## src/rtl/sb_pkg.sv

```systemverilog
package sb_pkg;

    localparam int NUM_FU   = 5;
    localparam int NUM_REGS = 32;
    localparam int REG_W    = $clog2(NUM_REGS);
    localparam int FU_W     = $clog2(NUM_FU);

    typedef enum logic [1:0] {
        K_INT = 2'd0,
        K_MUL = 2'd1,
        K_ADD = 2'd2,
        K_DIV = 2'd3
    } fu_kind_e;

    typedef enum logic [1:0] {
        ST_IDLE   = 2'd0,
        ST_OPWAIT = 2'd1,
        ST_EXEC   = 2'd2,
        ST_DONE   = 2'd3
    } fu_state_e;

    // Tag naming the unit that will produce a register value.
    typedef struct packed {
        logic            vld;
        logic [FU_W-1:0] idx;
    } producer_t;

    typedef struct packed {
        fu_state_e        state;
        fu_kind_e         kind;
        logic [REG_W-1:0] dst;
        logic [REG_W-1:0] src_a;
        logic [REG_W-1:0] src_b;
        producer_t        prod_a;
        producer_t        prod_b;
        logic             rdy_a;
        logic             rdy_b;
    } fu_entry_t;

    // Fixed assignment of unit indices to kinds.
    function automatic fu_kind_e unit_kind(int unsigned idx);
        case (idx)
            0:       return K_INT;
            1, 2:    return K_MUL;
            3:       return K_ADD;
            default: return K_DIV;
        endcase
    endfunction

    function automatic logic [FU_W-1:0] oh_to_idx(logic [NUM_FU-1:0] oh);
        logic [FU_W-1:0] r;
        r = '0;
        for (int i = 0; i < NUM_FU; i++) begin
            if (oh[i]) r = r | i[FU_W-1:0];
        end
        return r;
    endfunction

endpackage

```

## src/rtl/sb_prio_arb.sv

```systemverilog
module sb_prio_arb #(
    parameter int N = 4
) (
    input  logic         clk,
    input  logic         rst,
    input  logic [N-1:0] req,
    output logic [N-1:0] gnt
);

    // Lowest set bit wins.
    assign gnt = req & (~req + N'(1));

    // R6 / R9 (and R4 when used for unit selection): single grant, only to a requester.
    p_grant_onehot_r6: assert property (@(posedge clk) disable iff (rst)
        $onehot0(gnt) && ((gnt & ~req) == '0));

    p_grant_when_req_r9: assert property (@(posedge clk) disable iff (rst)
        (req != '0) |-> ($countones(gnt) == 1));

endmodule

```

## src/rtl/sb_unit_pick.sv

```systemverilog
module sb_unit_pick
    import sb_pkg::*;
(
    input  logic              clk,
    input  logic              rst,
    input  fu_kind_e          kind,
    input  logic [NUM_FU-1:0] busy,
    output logic              found,
    output logic [NUM_FU-1:0] pick_oh
);

    logic [NUM_FU-1:0] cand;

    for (genvar u = 0; u < NUM_FU; u++) begin : g_cand
        assign cand[u] = !busy[u] && (unit_kind(u) == kind);
    end

    assign found = |cand;

    sb_prio_arb #(.N(NUM_FU)) u_arb (
        .clk (clk),
        .rst (rst),
        .req (cand),
        .gnt (pick_oh)
    );

endmodule

```

## src/rtl/sb_hazard_eval.sv

```systemverilog
module sb_hazard_eval
    import sb_pkg::*;
(
    input  fu_entry_t [NUM_FU-1:0] tbl,
    output logic      [NUM_FU-1:0] rd_req,
    output logic      [NUM_FU-1:0] wr_req
);

    for (genvar u = 0; u < NUM_FU; u++) begin : g_unit
        logic [NUM_FU-1:0] war_hit;

        // An unread peer whose ready source names our destination still needs the old value.
        for (genvar v = 0; v < NUM_FU; v++) begin : g_peer
            if (v == u) begin : g_self
                assign war_hit[v] = 1'b0;
            end else begin : g_other
                assign war_hit[v] = (tbl[v].state == ST_OPWAIT) &&
                    ((tbl[v].rdy_a && (tbl[v].src_a == tbl[u].dst)) ||
                     (tbl[v].rdy_b && (tbl[v].src_b == tbl[u].dst)));
            end
        end

        assign rd_req[u] = (tbl[u].state == ST_OPWAIT) && tbl[u].rdy_a && tbl[u].rdy_b;
        assign wr_req[u] = (tbl[u].state == ST_DONE) && !(|war_hit);
    end

endmodule

```

## src/rtl/scoreboard_ctl.sv

```systemverilog
module scoreboard_ctl
    import sb_pkg::*;
(
    input  logic              clk,
    input  logic              rst,
    input  logic              in_valid,
    input  logic [1:0]        in_kind,
    input  logic [REG_W-1:0]  in_dst,
    input  logic [REG_W-1:0]  in_src_a,
    input  logic [REG_W-1:0]  in_src_b,
    output logic              in_ready,
    output logic [NUM_FU-1:0] issue_unit,
    input  logic [NUM_FU-1:0] done_pulse,
    output logic [NUM_FU-1:0] read_grant,
    output logic [NUM_FU-1:0] write_grant
);

    fu_entry_t [NUM_FU-1:0]   tbl, tbl_nx;
    producer_t [NUM_REGS-1:0] res_stat, res_nx;

    logic [NUM_FU-1:0] busy, pick_oh, rd_req, wr_req;
    logic              found, issue_fire, wr_any;
    logic [FU_W-1:0]   pick_idx, wr_idx;
    producer_t         new_pa, new_pb;

    for (genvar u = 0; u < NUM_FU; u++) begin : g_busy
        assign busy[u] = (tbl[u].state != ST_IDLE);
    end

    sb_unit_pick u_pick (
        .clk     (clk),
        .rst     (rst),
        .kind    (fu_kind_e'(in_kind)),
        .busy    (busy),
        .found   (found),
        .pick_oh (pick_oh)
    );

    sb_hazard_eval u_haz (
        .tbl    (tbl),
        .rd_req (rd_req),
        .wr_req (wr_req)
    );

    sb_prio_arb #(.N(NUM_FU)) u_rd_arb (
        .clk (clk),
        .rst (rst),
        .req (rd_req),
        .gnt (read_grant)
    );

    sb_prio_arb #(.N(NUM_FU)) u_wr_arb (
        .clk (clk),
        .rst (rst),
        .req (wr_req),
        .gnt (write_grant)
    );

    // Structural and output-dependence gate at the buffer head.
    assign in_ready   = found && !res_stat[in_dst].vld;
    assign issue_fire = in_valid && in_ready;
    assign issue_unit = issue_fire ? pick_oh : '0;
    assign pick_idx   = oh_to_idx(pick_oh);
    assign wr_any     = |write_grant;
    assign wr_idx     = oh_to_idx(write_grant);

    // Producer tags for the new entry; a producer writing this cycle is already resolved.
    always_comb begin
        new_pa = res_stat[in_src_a];
        new_pb = res_stat[in_src_b];
        if (wr_any && new_pa.vld && (new_pa.idx == wr_idx)) new_pa = '0;
        if (wr_any && new_pb.vld && (new_pb.idx == wr_idx)) new_pb = '0;
    end

    always_comb begin
        tbl_nx = tbl;
        res_nx = res_stat;
        if (wr_any) res_nx[tbl[wr_idx].dst] = '0;
        for (int u = 0; u < NUM_FU; u++) begin
            if (tbl[u].state == ST_OPWAIT && wr_any) begin
                if (tbl[u].prod_a.vld && (tbl[u].prod_a.idx == wr_idx)) begin
                    tbl_nx[u].rdy_a  = 1'b1;
                    tbl_nx[u].prod_a = '0;
                end
                if (tbl[u].prod_b.vld && (tbl[u].prod_b.idx == wr_idx)) begin
                    tbl_nx[u].rdy_b  = 1'b1;
                    tbl_nx[u].prod_b = '0;
                end
            end
            if (read_grant[u]) begin
                tbl_nx[u].state = ST_EXEC;
                tbl_nx[u].rdy_a = 1'b0;
                tbl_nx[u].rdy_b = 1'b0;
            end
            if (tbl[u].state == ST_EXEC && done_pulse[u]) begin
                tbl_nx[u].state = ST_DONE;
            end
            if (write_grant[u]) begin
                tbl_nx[u] = '0;
            end
            if (issue_unit[u]) begin
                tbl_nx[u].state  = ST_OPWAIT;
                tbl_nx[u].kind   = fu_kind_e'(in_kind);
                tbl_nx[u].dst    = in_dst;
                tbl_nx[u].src_a  = in_src_a;
                tbl_nx[u].src_b  = in_src_b;
                tbl_nx[u].prod_a = new_pa;
                tbl_nx[u].prod_b = new_pb;
                tbl_nx[u].rdy_a  = !new_pa.vld;
                tbl_nx[u].rdy_b  = !new_pb.vld;
            end
        end
        if (issue_fire) begin
            res_nx[in_dst].vld = 1'b1;
            res_nx[in_dst].idx = pick_idx;
        end
    end

    always_ff @(posedge clk) begin
        if (rst) begin
            tbl      <= '0;
            res_stat <= '0;
        end else begin
            tbl      <= tbl_nx;
            res_stat <= res_nx;
        end
    end

    for (genvar u = 0; u < NUM_FU; u++) begin : g_chk
        // an accepted instruction never shares a destination with a busy unit.
        p_no_dup_dst_r3: assert property (@(posedge clk) disable iff (rst)
            (issue_fire && tbl[u].state != ST_IDLE) |-> (tbl[u].dst != in_dst));

        // only an idle unit is handed a new instruction.
        p_issue_idle_r4: assert property (@(posedge clk) disable iff (rst)
            issue_unit[u] |-> (tbl[u].state == ST_IDLE));

        // no operand read while a producer tag is still outstanding.
        p_read_no_pending_r5: assert property (@(posedge clk) disable iff (rst)
            read_grant[u] |-> (!tbl[u].prod_a.vld && !tbl[u].prod_b.vld));

        p_exec_after_read_r5: assert property (@(posedge clk) disable iff (rst)
            read_grant[u] |=> (tbl[u].state == ST_EXEC));

        // a waiting unit leaves that state only through a read grant.
        p_done_ignored_r7: assert property (@(posedge clk) disable iff (rst)
            (tbl[u].state == ST_OPWAIT && !read_grant[u]) |=> (tbl[u].state == ST_OPWAIT));

        // the written unit is free on the next cycle.
        p_freed_after_write_r10: assert property (@(posedge clk) disable iff (rst)
            write_grant[u] |=> (tbl[u].state == ST_IDLE));
    end

endmodule

```

## config.mk

```make
export PLATFORM = sky130hd
export DESIGN_NAME = scoreboard_ctl
export DESIGN_NICKNAME = d
export VERILOG_FILES = /design/src/rtl/sb_pkg.sv /design/src/rtl/sb_prio_arb.sv /design/src/rtl/sb_unit_pick.sv /design/src/rtl/sb_hazard_eval.sv /design/src/rtl/scoreboard_ctl.sv
export SDC_FILE = /design/constraint.sdc
export NUM_CORES = 1
export LEC_CHECK = 0
export BUFFER_PORTS_ARGS = -buffer_cell sky130_fd_sc_hd__clkbuf_2
export CAP_MARGIN = 20
export CORE_MARGIN = 1.5
export CORE_UTILIZATION = 35
export CTS_CLUSTER_SIZE = 24
export DETAILED_ROUTE_END_ITERATION = 6
export GPL_TIMING_DRIVEN = 0
export MAX_ROUTING_LAYER = met4
export PLACE_DENSITY = 0.52
export SLEW_MARGIN = 20
export SYNTH_ARGS = -nofsm -noshare
export SYNTH_HDL_FRONTEND = slang
export SYNTH_HIERARCHICAL = 1
export SYNTH_SLANG_ARGS = --single-unit
```

## constraint.sdc

```tcl
create_clock -name clk -period 7.2 [get_ports clk]
set_clock_uncertainty 0.2 [all_clocks]
set_input_delay 1.44 -clock clk [delete_from_list [all_inputs] [get_ports clk]]
set_output_delay 1.44 -clock clk [all_outputs]
set_load 0.1 [all_outputs]
```

==> out/results.tsv <==
stage	metric	value	unit
placed_design	DP HPWL	49400	µm
placed_design	RD Place Congestion	1.01	
global_routing	first-pass GRT wire length	98900	µm
detailed_routing	via/cell ratio	5.91	
detailed_routing	WL/cell	25.8	µm
critical_path	top fanout value on the critical path	10	
power_and_ir_drop	Max VDD drop	0.148	mV
detailed_routing	Pre-antenna DRT Iters	6	
timing	final worst path period share	90.7	%
power_and_ir_drop	PwrDens	205	mW/mm²
flow_run	max cap viols	0	
critical_path	critical path capture point type	primary output	
clock_network	Longest Clk Path Bufs	3	
floorplan	Die H	218	µm
clock_network	# H-tree levels	2	
finish	nets	2023	
timing	Hold Violations, Final	0	
critical_path	critical path cell sequence	clkbuf_1 -> mux4_2 -> nor2b_1 -> a211o_1 -> a21oi_1 -> buf_2 -> nand3_1 -> inv_2 -> buf_2 -> clkbuf_2	
global_routing	largest net degree at the start of global routing	13	
timing	Tmin final	6.53	ns
floorplan	die area	0.0476	mm²
clock_network	Hold Buf Count CTS	0	
critical_path	Max stage delay on crit path	0.52	ns
clock_network	post-CTS sizing	0	
global_routing	initial antenna violation count	1	
synthesis	Mean Syn Cell Area	8.40	µm²
critical_path	CP Buf/Inv Count	5	
synthesis	yosys synthesis warning count	6	
timing	Final Setup Violations	0	
clock_network	CTS sink cnt	263	
detailed_routing	Iteration-0 DRC Markers	1736	
placed_design	pre-CTS setup slack	0.786	ns
critical_path	critical setup path kind	in2out	
floorplan	DIE WIDTH	218	µm
power_and_ir_drop	Leak	7.02	nW
finish	synthesis-to-layout area growth	13.1	%
finish	most frequent cells in the layout	263 x dfxtp_1, 234 x a21oi_1, 187 x nand2_1, 186 x nor2_1, 155 x xor2_1	
floorplan	I/O Pins	41	
finish	Final Cell Area	0.0183	mm²
timing	worst-margin pin slew	1.27	ns
finish	area of the multi-input gates	0.0101	mm²
clock_network	Worst-Skew Late Latency	0.56	ns
min_path	Hold Crit Class	reg2reg	
finish	commonest non-fill, non-tap cell in the layout	dfxtp_1	
critical_path	crit start category	primary input	
clock_network	CTS tree	yes	
finish	fraction of layout cells with a size suffix above 1	12.5	%
floorplan	Initial Util	35.6	%
finish	Reg area	0.00527	mm²
timing	Max Clk Rate	153	MHz
finish	Core Util, Final	40.2	%
timing	Setup TNS Final	0	ns
detailed_routing	final wirelength	67700	µm
critical_path	Critical-path top delay cell	clkbuf_2	
finish	FILL cells	4658	
outcome	status	finished clean	
global_routing	grt ovf	0	
placed_design	placed inst area	0.0171	mm²
global_routing	All-Layer GR Usage	29.1	%
detailed_routing	vias	15500	
critical_path	Critical Path AT	4.89	ns
global_routing	vias in the first global route	15000	
clock_network	TritonCTS buffer count	34	
critical_path	Crit path max-delay family	buffers and inverters	
timing	PnR worst setup slack	0.670	ns
clock_network	CTS clk-pin slew, worst paths	0.06	ns
clock_network	Setup Fix Bufs, Post-CTS	0	
critical_path	worst endpoint required time	5.56	ns
synthesis	Mapped Cells	1930	
detailed_routing	# DRC	0	
critical_path	Worst path most repeated cell	buf_2	
synthesis	Syn Nets	1955	
timing	Slew headroom	15.3	%
timing	max-slew violations	0	
floorplan	std cell rows	78	
clock_network	CTS root buffer	clkbuf_16	
floorplan	Placeable Area	0.0456	mm²
detailed_routing	DRT antenna net count	0	
synthesis	Mapped Area	0.0162	mm²
timing	RSZ-0062 raised after global routing	no	
placed_design	PortBufs	31	
-- where the power goes --
part	internal, mW	switching (mW)
sequential	1.47	0.0284
clock	1.14	0.716
combinational	0.126	0.277
-- stage by stage --
step	power, mW	hold slack (ns)	std cells
CTS	3.77	0.270	2621
detailed placement	1.93	0.254	2562
floorplan	1.78	0.242	1930
global placement	1.92	0.247	2561
global route	3.86	0.288	2622
finish	3.76	0.268	2622
-- flip-flops by register name, indices dropped and copies added (netlist names) --
| name | count |
|---|---|
| res_stat | 128 |
| tbl | 135 |
-- worst reg2reg max path: stages, from the launching register on --
cell	delay [ns]
dfxtp_1	0.40
buf_4	0.27
xor2_1	0.10
nor4_1	0.35
nand4_1	0.31
nand3_1	0.28
nor4_1	0.14
nor4b_2	0.53
clkbuf_1	0.34
or2_2	0.18
clkbuf_1	0.32
or4_1	0.20
clkbuf_1	0.45
nand2_1	0.15
nor2_1	0.94
nand2_1	0.36
a21oi_1	0.24
nor2_1	0.05
-- metal layers --
layer	GRT usage, %	share of wire (%)	vias up
met1	36.0	41	7591
met4	12.8	4.5	0
li1	-	-	6988
met5	-	0	-
met3	4.59	7.8	175
met2	46.7	46	752
-- worst paths after layout --
check	from	endpoint	slack (ns)	cells past startpoint
worst max-delay path	in_dst[1]	issue_unit[3]	0.67	10
worst min-delay path	tbl[121]	tbl[121]	0.27	1
worst max register to register	tbl[52]	res_stat[103]	1.25	17
worst min register to register	tbl[121]	tbl[121]	0.27	1
-- layout make-up --
| type | instances | share of cell area (%) |
|---|---|---|
| antenna | 1 | 0.0136 |
| sequential | 263 | 28.7 |
| timing repair buffer | 32 | 0.874 |
| clock buffer | 52 | 5.90 |
| inverter | 9 | 0.184 |
| multi-input combinational | 1501 | 55.2 |
| clock inverter | 7 | 0.648 |
| buffer | 157 | 4.37 |
| tap | 600 | 4.09 |
No activity file was read; power rests on OpenSTA's default activity.
